## src/rtl/cfsm_evbuf_pkg.sv

```systemverilog
package cfsm_evbuf_pkg;
   typedef enum logic [1:0] {
      PH_IDLE   = 2'd0,
      PH_DETECT = 2'd1,
      PH_EXEC   = 2'd2,
      PH_EMIT   = 2'd3
   } phase_t;
endpackage

```

## src/rtl/cfsm_evslot.sv

```systemverilog
// One-place input buffer: presence flag, data register and snapshot copy.
module cfsm_evslot #(
   parameter int DW = 8
) (
   input  logic          clk,
   input  logic          rst_n,
   input  logic          emit,
   input  logic [DW-1:0] wdata,
   input  logic          capture,
   output logic          flag,
   output logic          snap_flag,
   output logic [DW-1:0] snap_data
);
   logic [DW-1:0] data_q;

   always_ff @(posedge clk) begin
      if (!rst_n) begin
         flag      <= 1'b0;
         data_q    <= '0;
         snap_flag <= 1'b0;
         snap_data <= '0;
      end else begin
         // a new emission wins over consumption in the same edge
         if (emit) begin
            flag   <= 1'b1;
            data_q <= wdata;
         end else if (capture) begin
            flag <= 1'b0;
         end
         if (capture) begin
            snap_flag <= flag;
            snap_data <= data_q;
         end
      end
   end

   assert_clear_on_capture_R6: assert property (@(posedge clk) disable iff (!rst_n)
      (capture && !emit) |=> !flag);
   assert_late_event_held_R6: assert property (@(posedge clk) disable iff (!rst_n)
      (capture && emit) |=> flag);
   assert_snap_only_on_capture_R5: assert property (@(posedge clk) disable iff (!rst_n)
      !capture |=> ($stable(snap_flag) && $stable(snap_data)));
endmodule

```

## src/rtl/cfsm_phase_seq.sv

```systemverilog
// Four-phase reaction sequencer with one initial reaction after reset.
module cfsm_phase_seq
   import cfsm_evbuf_pkg::*;
(
   input  logic clk,
   input  logic rst_n,
   input  logic any_pending,
   output logic capture,
   output logic exec,
   output logic emit_go
);
   phase_t phase_q;
   logic   init_pend_q;

   always_ff @(posedge clk) begin
      if (!rst_n) begin
         phase_q     <= PH_IDLE;
         init_pend_q <= 1'b1;
      end else begin
         unique case (phase_q)
            PH_IDLE:   if (any_pending || init_pend_q) phase_q <= PH_DETECT;
            PH_DETECT: begin
               phase_q     <= PH_EXEC;
               init_pend_q <= 1'b0;
            end
            PH_EXEC:   phase_q <= PH_EMIT;
            PH_EMIT:   phase_q <= PH_IDLE;
            default:   phase_q <= PH_IDLE;
         endcase
      end
   end

   assign capture = (phase_q == PH_DETECT);
   assign exec    = (phase_q == PH_EXEC);
   assign emit_go = (phase_q == PH_EMIT);

   assert_detect_then_exec_R4: assert property (@(posedge clk) disable iff (!rst_n)
      capture |=> exec);
   assert_exec_then_emit_R4: assert property (@(posedge clk) disable iff (!rst_n)
      exec |=> emit_go);
   assert_emit_then_idle_R4: assert property (@(posedge clk) disable iff (!rst_n)
      emit_go |=> (!capture && !exec && !emit_go));
   assert_phase_onehot_R4: assert property (@(posedge clk) disable iff (!rst_n)
      $onehot0({capture, exec, emit_go}));
   assert_quiet_stays_idle_R3: assert property (@(posedge clk) disable iff (!rst_n)
      (phase_q == PH_IDLE && !any_pending && !init_pend_q) |=> (phase_q == PH_IDLE));
endmodule

```

## src/rtl/cfsm_out_stage.sv

```systemverilog
// Registers the transition result; events follow data by one cycle.
module cfsm_out_stage #(
   parameter int N_OUT = 2,
   parameter int DW    = 8,
   parameter int SW    = 4
) (
   input  logic                clk,
   input  logic                rst_n,
   input  logic                exec,
   input  logic                emit_go,
   input  logic [SW-1:0]       fn_next_state,
   input  logic [N_OUT-1:0]    fn_out_ev,
   input  logic [N_OUT*DW-1:0] fn_out_data,
   output logic [N_OUT-1:0]    out_ev,
   output logic [N_OUT*DW-1:0] out_data,
   output logic [SW-1:0]       node_state
);
   logic [N_OUT-1:0] pend_q;

   always_ff @(posedge clk) begin
      if (!rst_n) begin
         node_state <= '0;
         pend_q     <= '0;
         out_ev     <= '0;
      end else begin
         if (exec) begin
            node_state <= fn_next_state;
            pend_q     <= fn_out_ev;
         end
         out_ev <= emit_go ? pend_q : '0;
      end
   end

   for (genvar k = 0; k < N_OUT; k++) begin : g_lane
      always_ff @(posedge clk) begin
         if (!rst_n) out_data[k*DW +: DW] <= '0;
         else if (exec && fn_out_ev[k]) out_data[k*DW +: DW] <= fn_out_data[k*DW +: DW];
      end
   end

   assert_data_before_event_R8: assert property (@(posedge clk) disable iff (!rst_n)
      (|out_ev) |-> $stable(out_data));
   assert_event_single_cycle_R8: assert property (@(posedge clk) disable iff (!rst_n)
      (|out_ev) |=> (out_ev == '0));
   assert_event_needs_emit_R8: assert property (@(posedge clk) disable iff (!rst_n)
      (|out_ev) |-> $past(emit_go));
endmodule

```

## src/rtl/cfsm_evbuf_node.sv

```systemverilog
module cfsm_evbuf_node
   import cfsm_evbuf_pkg::*;
#(
   parameter int N_IN  = 3,
   parameter int N_OUT = 2,
   parameter int DW    = 8,
   parameter int SW    = 4
) (
   input  logic                clk,
   input  logic                rst_n,
   input  logic [N_IN-1:0]     in_emit,
   input  logic [N_IN*DW-1:0]  in_data,
   output logic [N_IN-1:0]     fn_in_ev,
   output logic [N_IN*DW-1:0]  fn_in_data,
   input  logic [SW-1:0]       fn_next_state,
   input  logic [N_OUT-1:0]    fn_out_ev,
   input  logic [N_OUT*DW-1:0] fn_out_data,
   output logic [N_OUT-1:0]    out_ev,
   output logic [N_OUT*DW-1:0] out_data,
   output logic [SW-1:0]       node_state
);
   if (N_IN < 1)  begin : g_bad_nin  $error("N_IN must be at least 1");  end
   if (N_OUT < 1) begin : g_bad_nout $error("N_OUT must be at least 1"); end
   if (DW < 1)    begin : g_bad_dw   $error("DW must be at least 1");    end
   if (SW < 1)    begin : g_bad_sw   $error("SW must be at least 1");    end

   logic [N_IN-1:0] flags;
   logic capture, exec, emit_go;

   for (genvar i = 0; i < N_IN; i++) begin : g_slot
      cfsm_evslot #(.DW(DW)) u_slot (
         .clk       (clk),
         .rst_n     (rst_n),
         .emit      (in_emit[i]),
         .wdata     (in_data[i*DW +: DW]),
         .capture   (capture),
         .flag      (flags[i]),
         .snap_flag (fn_in_ev[i]),
         .snap_data (fn_in_data[i*DW +: DW])
      );
   end

   cfsm_phase_seq u_seq (
      .clk         (clk),
      .rst_n       (rst_n),
      .any_pending (|flags),
      .capture     (capture),
      .exec        (exec),
      .emit_go     (emit_go)
   );

   cfsm_out_stage #(.N_OUT(N_OUT), .DW(DW), .SW(SW)) u_out (
      .clk           (clk),
      .rst_n         (rst_n),
      .exec          (exec),
      .emit_go       (emit_go),
      .fn_next_state (fn_next_state),
      .fn_out_ev     (fn_out_ev),
      .fn_out_data   (fn_out_data),
      .out_ev        (out_ev),
      .out_data      (out_data),
      .node_state    (node_state)
   );

   assert_state_moves_only_in_exec_R3: assert property (@(posedge clk) disable iff (!rst_n)
      !exec |=> $stable(node_state));
   assert_snapshot_held_through_exec_R5: assert property (@(posedge clk) disable iff (!rst_n)
      emit_go |-> ($stable(fn_in_ev) && $stable(fn_in_data)));
endmodule

```

## config.mk

```make
export PLATFORM = sky130hd
export DESIGN_NAME = cfsm_evbuf_node
export DESIGN_NICKNAME = d
export VERILOG_FILES = /design/src/rtl/cfsm_evbuf_pkg.sv /design/src/rtl/cfsm_evslot.sv /design/src/rtl/cfsm_phase_seq.sv /design/src/rtl/cfsm_out_stage.sv /design/src/rtl/cfsm_evbuf_node.sv
export SDC_FILE = /design/constraint.sdc
export NUM_CORES = 1
export LEC_CHECK = 0
export BUFFER_PORTS_ARGS = -buffer_cell sky130_fd_sc_hd__buf_2
export CORE_MARGIN = 3
export CORE_UTILIZATION = 50
export DETAILED_ROUTE_END_ITERATION = 10
export PLACE_DENSITY_LB_ADDON = 0.2
export SYNTH_ARGS = -nofsm -noshare
export SYNTH_HDL_FRONTEND = slang
export SYNTH_SLANG_ARGS = --single-unit
```

## constraint.sdc

```tcl
create_clock -name clk -period 1.4 [get_ports clk]
set_input_delay 0.14 -clock clk [delete_from_list [all_inputs] [get_ports clk]]
set_output_delay 0.14 -clock clk [all_outputs]
set_load 0.02 [all_outputs]
```

==> flow_summary_export.csv, run 1 <==
group,metric,value,unit
synth,ys.flop_type,"dfxtp_1",
die,core_area,6130,um2
synth,synth_edf_count,0,
min_path,hp-class,"primary input to flip-flop",
routing,vias,2221,
routing,drtAntennaViolNets,0,
routing,drcViolationCount,0,
routing,viasPerCell,4.80,
placement,hpwl,4120,um
cts,cts_tree,"built",
routing,wirelength,5880,um
global_routing,antenna_found_initial,0,
layout,n_antenna_cell,0,
cts,holdBufCountCts,0,
die,initial_utilization,53.2,%
cts,cts.htree.levels,3,
die,die_area,7530,um2
synth,syn_inst,292,
die,ios,100,
cts,insertion_delay,0.33,ns
placement,placed_cell_area,3750,um2
timing,min_period,1.22,ns
layout,drive_above_1_share,35.3,%
setup_path,required,1.62,ns
setup_path,start_kind,"flip-flop",
timing,max_slew.worst_pin.slew,0.279,ns
layout,nets,438,
synth,synth-seq-area-share,49.7,%
global_routing,grt_max_degree,83,
layout,utilization,63.8,%
setup_path,critical_path_class,"flip-flop to flip-flop",
synth,synth_area,3260,um2
timing,rsz0062_at_grt,"false",
timing,min_period_over_period,87.5,%
die,fp-row-count,28,
timing,hold_viol_final,0,
timing,report.final.slew_viol_count,0,
job,max_cap_viol_count,0,
timing,slew-limit-headroom,81.4,%
cts,cts_buffer_depth,2,
cts,path_clk_slew,0.08,ns
cts,cts_sinks,81,
setup_path,critPathMaxFanout,16,
global_routing,grt_pass1_vias,2123,
routing,routedWlPerCell,12.7,um
routing,dr.pass1.iters,4,
placement,port_buffers,99,
synth,ys_ff_latch,81,
synth,synth_warnings,0,
power,p_leak,1.73,nW
synth,async_reset_ff_share,0,%
layout,area_growth,19.8,%
layout,fillers,534,
setup_path,arrival,1.45,ns
cts,cts_root_buf,"clkbuf_8",
die,die_width,86.8,um
power,total_power,0.00575,W
setup_path,endpoint_kind,"flip-flop",
timing,whs,0.0651,ns
synth,syn-num-nets,347,
synth,synth.distinct_cells,23,
layout,stdcell_area,3910,um2
cts,cts_made_buffers,9,
power,vdd_drop_max,0.779,mV
die,fp.dieH,86.8,um
timing,setup_viol,0,
outcome,outcome,"complete, no violations",
cts,ctsResizeCount,0,
global_routing,grtUsageTotal,16.2,%
synth,syn_avg_cell_area,11.2,um2
cts,postCtsSetupBuffers,0,
placement,place.gp.congestion,0.671,
global_routing,grt_pass1_wl,9690,um
routing,drt_first_iter_violations,59,
global_routing,gr-total-overflow,0,
timing,fin_worst_skew,0.00898,ns
timing,final.setup.tns,0,ns
timing,fmax,0.816,GHz
power,p_per_area,1470,nW/um2
## registers in the layout (all words and copies together), names as in the netlist
register                 count
g_slot.u_slot.flag           3
g_slot.u_slot.data_q        24
g_slot.u_slot.snap_flag      3
u_out.pend_q                 2
g_slot.u_slot.snap_data     24
u_out.out_ev                 2
u_seq.init_pend_q            1
u_seq.phase_q                2
u_out.out_data              16
u_out.node_state             4
## critical path, stage by stage, from the launching register on
cell,delay [ns]
dfxtp_1,0.34
inv_1,0.09
ha_2,0.23
buf_12,0.18
mux2i_1,0.21
nor2b_1,0.06
## cells in the mapped netlist, types with 2 or more instances
cell,n,share of area [%]
ha_1,4,1.5
inv_1,3,0.35
o21a_1,3,0.69
a21boi_2,17,5.9
buf_8,3,1.4
nand2_1,18,2.1
buf_2,6,0.92
dfxtp_1,81,50
nand2_8,2,1.2
mux2i_1,56,17
buf_4,7,1.6
nand3_1,16,2.5
buf_6,2,0.69
clkbuf_1,5,0.58
nor2b_1,58,11
and3_1,3,0.58
o21ai_0,2,0.31
## area by class of cell
class / instances / area, um2 / share of cell area, %
clock inverters: 3 / 17.5 / 0.448
flip-flops and latches: 81 / 1620 / 41.5
inverters: 3 / 11.3 / 0.288
well taps: 75 / 93.8 / 2.40
multi-input cells: 184 / 1440 / 36.9
clock buffers: 13 / 139 / 3.55
repair buffers: 104 / 583 / 14.9
## path summary, 6_finish.rpt
kind | from | endpoint | slack [ns] | depth (start not counted)
worst min-delay path | in_data[21] | g_slot[2].u_slot.data_q[5]$_SDFFE_PN0P_ | 0.07 | 3
worst max-delay path | u_seq.phase_q[1]$_SDFFE_PN0P_ | g_slot[2].u_slot.snap_data[2]$_SDFFE_PN0P_ | 0.18 | 5
worst min register to register | u_seq.init_pend_q$_SDFFE_PN1P_ | u_seq.init_pend_q$_SDFFE_PN1P_ | 0.46 | 2
worst max register to register | u_seq.phase_q[1]$_SDFFE_PN0P_ | g_slot[2].u_slot.snap_data[2]$_SDFFE_PN0P_ | 0.18 | 5
## cells by family (layout without fill, tap and decap cells)
logic type	Yosys count	in the layout	share of synthesized area [%]
simple gates	100	100	18.2
buf+inv	27	123	6.13
compound gates	24	24	7.25
mux	56	56	17.2
fa+ha+maj	4	4	1.53
flops	81	81	49.7
## routing by layer
layer	share of wire, %	up-vias	routed length [um]	GRT usage (%)
met2	47	60	2740	25.6
met3	6.1	7	359	4.09
met4	1.3	0	78	7.65
li1	-	1153	-	-
met5	0	-	0	0
met1	46	1001	2700	20.5
## report_power, final
group	switching [W]	total (W)	internal, W
sequential	0.000127	0.00268	0.00255
clock	0.000756	0.00140	0.000642
combinational	0.000902	0.00168	0.000776
## cells in the final DEF (no fill, tap or decap), types with 3 or more instances in the layout
master,instances
a21boi_2,17
nand3_1,16
clkbuf_1,4
clkbuf_8,9
dfxtp_1,81
nor2b_1,58
and3_1,3
ha_1,3
mux2i_1,56
o21a_1,3
buf_2,99
buf_12,4
nand2_1,18
inv_1,3
## stage by stage
stage          std cells  worst slack, ns
2_1_floorplan        292            0.206
3_3_place_gp         447            0.218
3_5_place_dp         447            0.161
4_1_cts              463            0.156
5_1_grt              463           0.0732
6_report             463            0.175
(Power assumes the default switching activity.)
==> inputs of run 2 (changes only) <==
--- a/config.mk
+++ b/config.mk
@@ -7,9 +7,10 @@
 export LEC_CHECK = 0
 export BUFFER_PORTS_ARGS = -buffer_cell sky130_fd_sc_hd__buf_2
 export CORE_MARGIN = 3
-export CORE_UTILIZATION = 50
+export CORE_UTILIZATION = 35
 export DETAILED_ROUTE_END_ITERATION = 10
 export PLACE_DENSITY_LB_ADDON = 0.2
+export RECOVER_POWER = 25
 export SYNTH_ARGS = -nofsm -noshare
 export SYNTH_HDL_FRONTEND = slang
 export SYNTH_SLANG_ARGS = --single-unit
==> run 2 against run 1 <==
Net effect: non-clock buffer count rose by 1; combinational power is essentially flat; global-route usage down 4.3 points; flip-flop and latch count did not move; total power grew 2.6%; critical path depth is 1 higher; largest cell class unchanged.
==> flow_summary_export.csv, run 2 (same netlist as run 1, synthesis figures left out) <==
group,metric,value,unit
timing,min_period,1.23,ns
cts,insertion_delay,0.34,ns
die,die_width,103,um
layout,mostFrequentLayoutCells,"92 x buf_2, 81 x dfxtp_1, 58 x nor2b_1",
timing,setup_viol,0,
power,p_switching,0.00178,W
timing,slew-limit-headroom,51.7,%
setup_path,required,1.67,ns
job,max_cap_viol_count,0,
layout,drive_above_1_share,34.0,%
power,p_leak,1.72,nW
power,clockPowerShare,26.5,%
timing,whs,0.0575,ns
cts,holdBufCountCts,0,
placement,dp_cells,481,
placement,hpwl,4410,um
power,total_power,0.00590,W
die,fp.dieH,103,um
routing,drt_first_iter_violations,37,
timing,rsz0062_at_grt,"false",
power,vdd_drop_max,0.592,mV
routing,wirelength,6210,um
cts,cts_tree,"built",
routing,drtAntennaViolNets,0,
power,pwr-share-comb,28.0,%
die,core_area,8890,um2
die,ios,100,
timing,hold_viol_final,0,
cts,path_clk_slew,0.08,ns
placement,place_ws,0.158,ns
cts,cts_sinks,81,
timing,min_period_over_period,87.7,%
setup_path,cp-startpoint,"u_seq.phase_q[0]$_SDFFE_PN0P_",
cts,ctsResizeCount,0,
power,internal_power,0.00412,W
timing,fmax,0.815,GHz
layout,final-instance-count-excl-fill,496,
timing,max_slew.worst_pin.slew,0.725,ns
cts,cts_buffer_depth,2,
outcome,outcome,"complete, no violations",
timing,report.final.slew_viol_count,0,
global_routing,grt_max_degree,31,
power,p_sw_share,30.2,%
global_routing,grtUsageTotal,11.9,%
die,die_area,10500,um2
setup_path,start_kind,"flip-flop",
routing,vias,2207,
min_path,hold_start,"in_data[3]",
global_routing,antenna_found_initial,0,
placement,port_buffers,99,
layout,area_growth,21.6,%
die,fp-row-count,34,
power,p_per_area,1490,nW/um2
setup_path,critical_path_class,"flip-flop to flip-flop",
global_routing,gr-total-overflow,0,
cts,postCtsSetupBuffers,0,
cts,cts_made_buffers,9,
die,initial_utilization,36.7,%
routing,dr.pass1.iters,3,
setup_path,arrival,1.50,ns
layout,final_common_cell,"buf_2",
power,seqPwrFrac,45.4,%
cts,cts_root_buf,"clkbuf_8",
global_routing,grt_pass1_wl,9800,um
min_path,hp-class,"primary input to flip-flop",
setup_path,critPathMaxFanout,24,
routing,routedWlPerCell,12.5,um
global_routing,grt_pass1_vias,2104,
layout,n_antenna_cell,0,
layout,reg_top3,"g_slot.u_slot.data_q (24), g_slot.u_slot.snap_data (24), u_out.out_data (16)",
layout,nets,439,
setup_path,endpoint_kind,"flip-flop",
routing,drcViolationCount,0,
cts,cts.htree.levels,3,
setup_path,r2r_start,"u_seq.phase_q[0]$_SDFFE_PN0P_",
routing,viasPerCell,4.45,
timing,fin_ws,0.172,ns
timing,fin_worst_skew,0.00843,ns
placement,place.gp.congestion,0.672,
timing,final.setup.tns,0,ns
==> run 2: power groups by stage <==
stage                     combinational [W]  sequential [W]  clock (W)
final                               0.00166         0.00268    0.00157
after global routing                0.00181         0.00271    0.00173
after CTS                           0.00170         0.00269    0.00165
after detailed placement            0.00169         0.00273          0
after global placement              0.00167         0.00273          0
after floorplan                     0.00121         0.00288          0
==> run 2: path summary, 6_finish.rpt <==
path	cells after the start	slack [ns]	end
worst min register to register	2	0.46	u_seq.init_pend_q$_SDFFE_PN1P_
worst min-delay path	3	0.06	g_slot[0].u_slot.data_q[3]$_SDFFE_PN0P_
worst max register to register	6	0.17	u_out.out_data[1]$_SDFFE_PN0P_
worst max-delay path	6	0.17	u_out.out_data[1]$_SDFFE_PN0P_
==> run 2: metrics by stage <==
stage | area, um2 | utilization, %
after detailed placement | 3800 | 42.8
final | 3970 | 44.6
after floorplan | 3260 | -
after global routing | 3970 | 44.6
after CTS | 3980 | 44.8
after global placement | 3800 | 42.8
==> run 2: worst max-delay path: stages (launching register included) <==
cell      delay, ns
dfxtp_1        0.37
inv_1          0.09
ha_1           0.24
buf_12         0.18
nand2_8        0.09
nand2_1        0.07
a21boi_2       0.12
==> run 2: area by class of cell <==
class / instances / area (um2)
Timing Repair Buffer: 105 / 579
Sequential cell: 81 / 1620
Multi-Input combinational cell: 184 / 1440
Inverter: 3 / 11.3
Clock inverter: 4 / 45.0
Clock buffer: 11 / 131
Tap cell: 108 / 135
Fill cell: 899 / 4920
==> run 2: per-layer routing <==
metal / vias to the layer above / GRT usage [%] / part of all wire (%)
met5: - / 0 / 0
met4: 0 / 5.75 / 1.1
met3: 7 / 2.98 / 5.5
met2: 57 / 18.4 / 46
met1: 993 / 15.5 / 47
li1: 1150 / - / -
==> inputs of run 3 (changes only) <==
--- a/config.mk
+++ b/config.mk
@@ -9,6 +9,7 @@
 export CORE_MARGIN = 3
 export CORE_UTILIZATION = 35
 export DETAILED_ROUTE_END_ITERATION = 10
+export HOLD_SLACK_MARGIN = 0.06
 export PLACE_DENSITY_LB_ADDON = 0.2
 export RECOVER_POWER = 25
 export SYNTH_ARGS = -nofsm -noshare
==> run 3 against run 2 <==
Net effect: register-to-register slack about the same; flip-flop and latch count unchanged; total power up 1.5%; count of clock-buffer cells in the layout unchanged; fmax is 0.23% higher; largest power group unchanged; highest routed layer unchanged.
==> flow_summary_export.csv, run 3 (same netlist as run 1, synthesis figures left out) <==
group,metric,value,unit
placement,hpwl,4410,um
routing,dr.pass1.iters,3,
layout,final_common_cell,"buf_2",
placement,place.gp.congestion,0.672,
cts,holdBufCountCts,37,
timing,fin_ws,0.175,ns
die,die_area,10500,um2
setup_path,cp_slowest_cell,"dfxtp_1",
cts,postCtsSetupBuffers,0,
placement,place_ws,0.158,ns
global_routing,grt_pass1_wl,10500,um
cts,ctsResizeCount,0,
die,die_width,103,um
layout,drive_above_1_share,31.1,%
routing,vias,2352,
timing,slew-limit-headroom,51.8,%
cts,cts_made_buffers,9,
job,max_cap_viol_count,0,
global_routing,antenna_found_initial,0,
setup_path,path_cells,"inv_1 -> ha_1 -> buf_12 -> nand2_8 -> nand2_1 -> a21boi_2",
timing,final.setup.tns,0,ns
cts,cts_tree,"built",
die,initial_utilization,36.7,%
power,vdd_drop_max,0.585,mV
die,ios,100,
layout,n_antenna_cell,0,
timing,fmax,0.816,GHz
layout,utilization,48.8,%
routing,drt_first_iter_violations,36,
layout,nets,476,
outcome,outcome,"complete, no violations",
timing,min_period,1.22,ns
routing,viasPerCell,4.41,
die,fp-row-count,34,
layout,reg_top3,"g_slot.u_slot.data_q (24), g_slot.u_slot.snap_data (24), u_out.out_data (16)",
timing,rsz0062_at_grt,"false",
setup_path,required,1.67,ns
setup_path,critical_path_class,"flip-flop to flip-flop",
routing,routedWlPerCell,12.3,um
power,p_per_area,1380,nW/um2
layout,mostFrequentLayoutCells,"92 x buf_2, 81 x dfxtp_1, 58 x nor2b_1",
timing,fin_worst_skew,0.00594,ns
timing,report.final.slew_viol_count,0,
global_routing,grtUsageTotal,12.7,%
placement,port_buffers,99,
timing,min_period_over_period,87.5,%
die,core_area,8890,um2
global_routing,grt_pass1_vias,2286,
timing,hold_viol_final,0,
die,fp.dieH,103,um
setup_path,arrival,1.50,ns
routing,drtAntennaViolNets,0,
cts,cts_sinks,81,
timing,max_slew.worst_pin.slew,0.724,ns
routing,wirelength,6550,um
routing,drcViolationCount,0,
layout,area_growth,32.9,%
global_routing,gr-total-overflow,0,
cts,cts.htree.levels,3,
cts,insertion_delay,0.34,ns
setup_path,start_kind,"flip-flop",
min_path,hp-class,"primary input to flip-flop",
cts,cts_root_buf,"clkbuf_8",
cts,path_clk_slew,0.07,ns
setup_path,critPathMaxStageDelay,0.37,ns
cts,cts_buffer_depth,2,
setup_path,critPathMaxFanout,24,
global_routing,grt_max_degree,31,
power,p_leak,1.87,nW
setup_path,endpoint_kind,"flip-flop",
timing,setup_viol,0,
-- run 3: changes by cell type in the layout (fill, tap and decap cells not counted) --
cell           change
dlygate4sd3_1     +37
buf_4              -1
clkbuf_2           +1
-- run 3: metrics by stage --
stage	power (W)	cell area, um2	hold WS (ns)	cells
final	0.00599	4340	0.0781	533
after global routing	0.00635	4340	0.0710	533
after CTS	0.00611	4350	0.0601	533
after detailed placement	0.00443	3800	0.405	481
after global placement	0.00440	3800	0.399	481
after floorplan	0.00409	3260	0.309	292
-- run 3: worst paths after layout --
path / end / depth (start not counted) / start / slack [ns]
min: g_slot[0].u_slot.data_q[5]$_SDFFE_PN0P_ / 3 / in_data[5] / 0.08
max: u_out.out_data[1]$_SDFFE_PN0P_ / 6 / u_seq.phase_q[0]$_SDFFE_PN0P_ / 0.18
max reg2reg: u_out.out_data[1]$_SDFFE_PN0P_ / 6 / u_seq.phase_q[0]$_SDFFE_PN0P_ / 0.18
min reg2reg: u_seq.init_pend_q$_SDFFE_PN1P_ / 2 / u_seq.init_pend_q$_SDFFE_PN1P_ / 0.46
-- run 3: per-layer routing --
| metal | global-route usage [%] | up-vias | part of all wire [%] |
|---|---|---|---|
| met5 | 0 | - | 0 |
| met4 | 5.95 | 0 | 1.1 |
| met3 | 3.04 | 7 | 5.3 |
| met2 | 20.3 | 57 | 48 |
| met1 | 16.0 | 1062 | 46 |
| li1 | - | 1226 | - |
-- run 3: area by class of cell --
| class | instances | area, um2 |
|---|---|---|
| Sequential cell | 81 | 1620 |
| Fill cell | 858 | 4560 |
| Clock buffer | 11 | 131 |
| Timing Repair Buffer | 142 | 947 |
| Tap cell | 108 | 135 |
| Inverter | 3 | 11.3 |
| Clock inverter | 4 | 45.0 |
| Multi-Input combinational cell | 184 | 1440 |
-- run 3: critical path: cells and delay by family (launching register included) --
kind,cells,cell delay [ns]
AOI/OAI and AO/OA,1,0.13
adders and majority gates,1,0.24
buffers and inverters,2,0.27
DFF,1,0.37
and+or+nand+nor,2,0.16
-- run 3: power breakdown --
| group | leakage (nW) | switching (W) | total [W] | internal (W) |
|---|---|---|---|---|
| Combinational | 1.12 | 0.000910 | 0.00174 | 0.000828 |
| Clock | 0.0929 | 0.000767 | 0.00157 | 0.000807 |
| Sequential | 0.661 | 0.000133 | 0.00268 | 0.00255 |
| Total | 1.87 | 0.00181 | 0.00599 | 0.00418 |
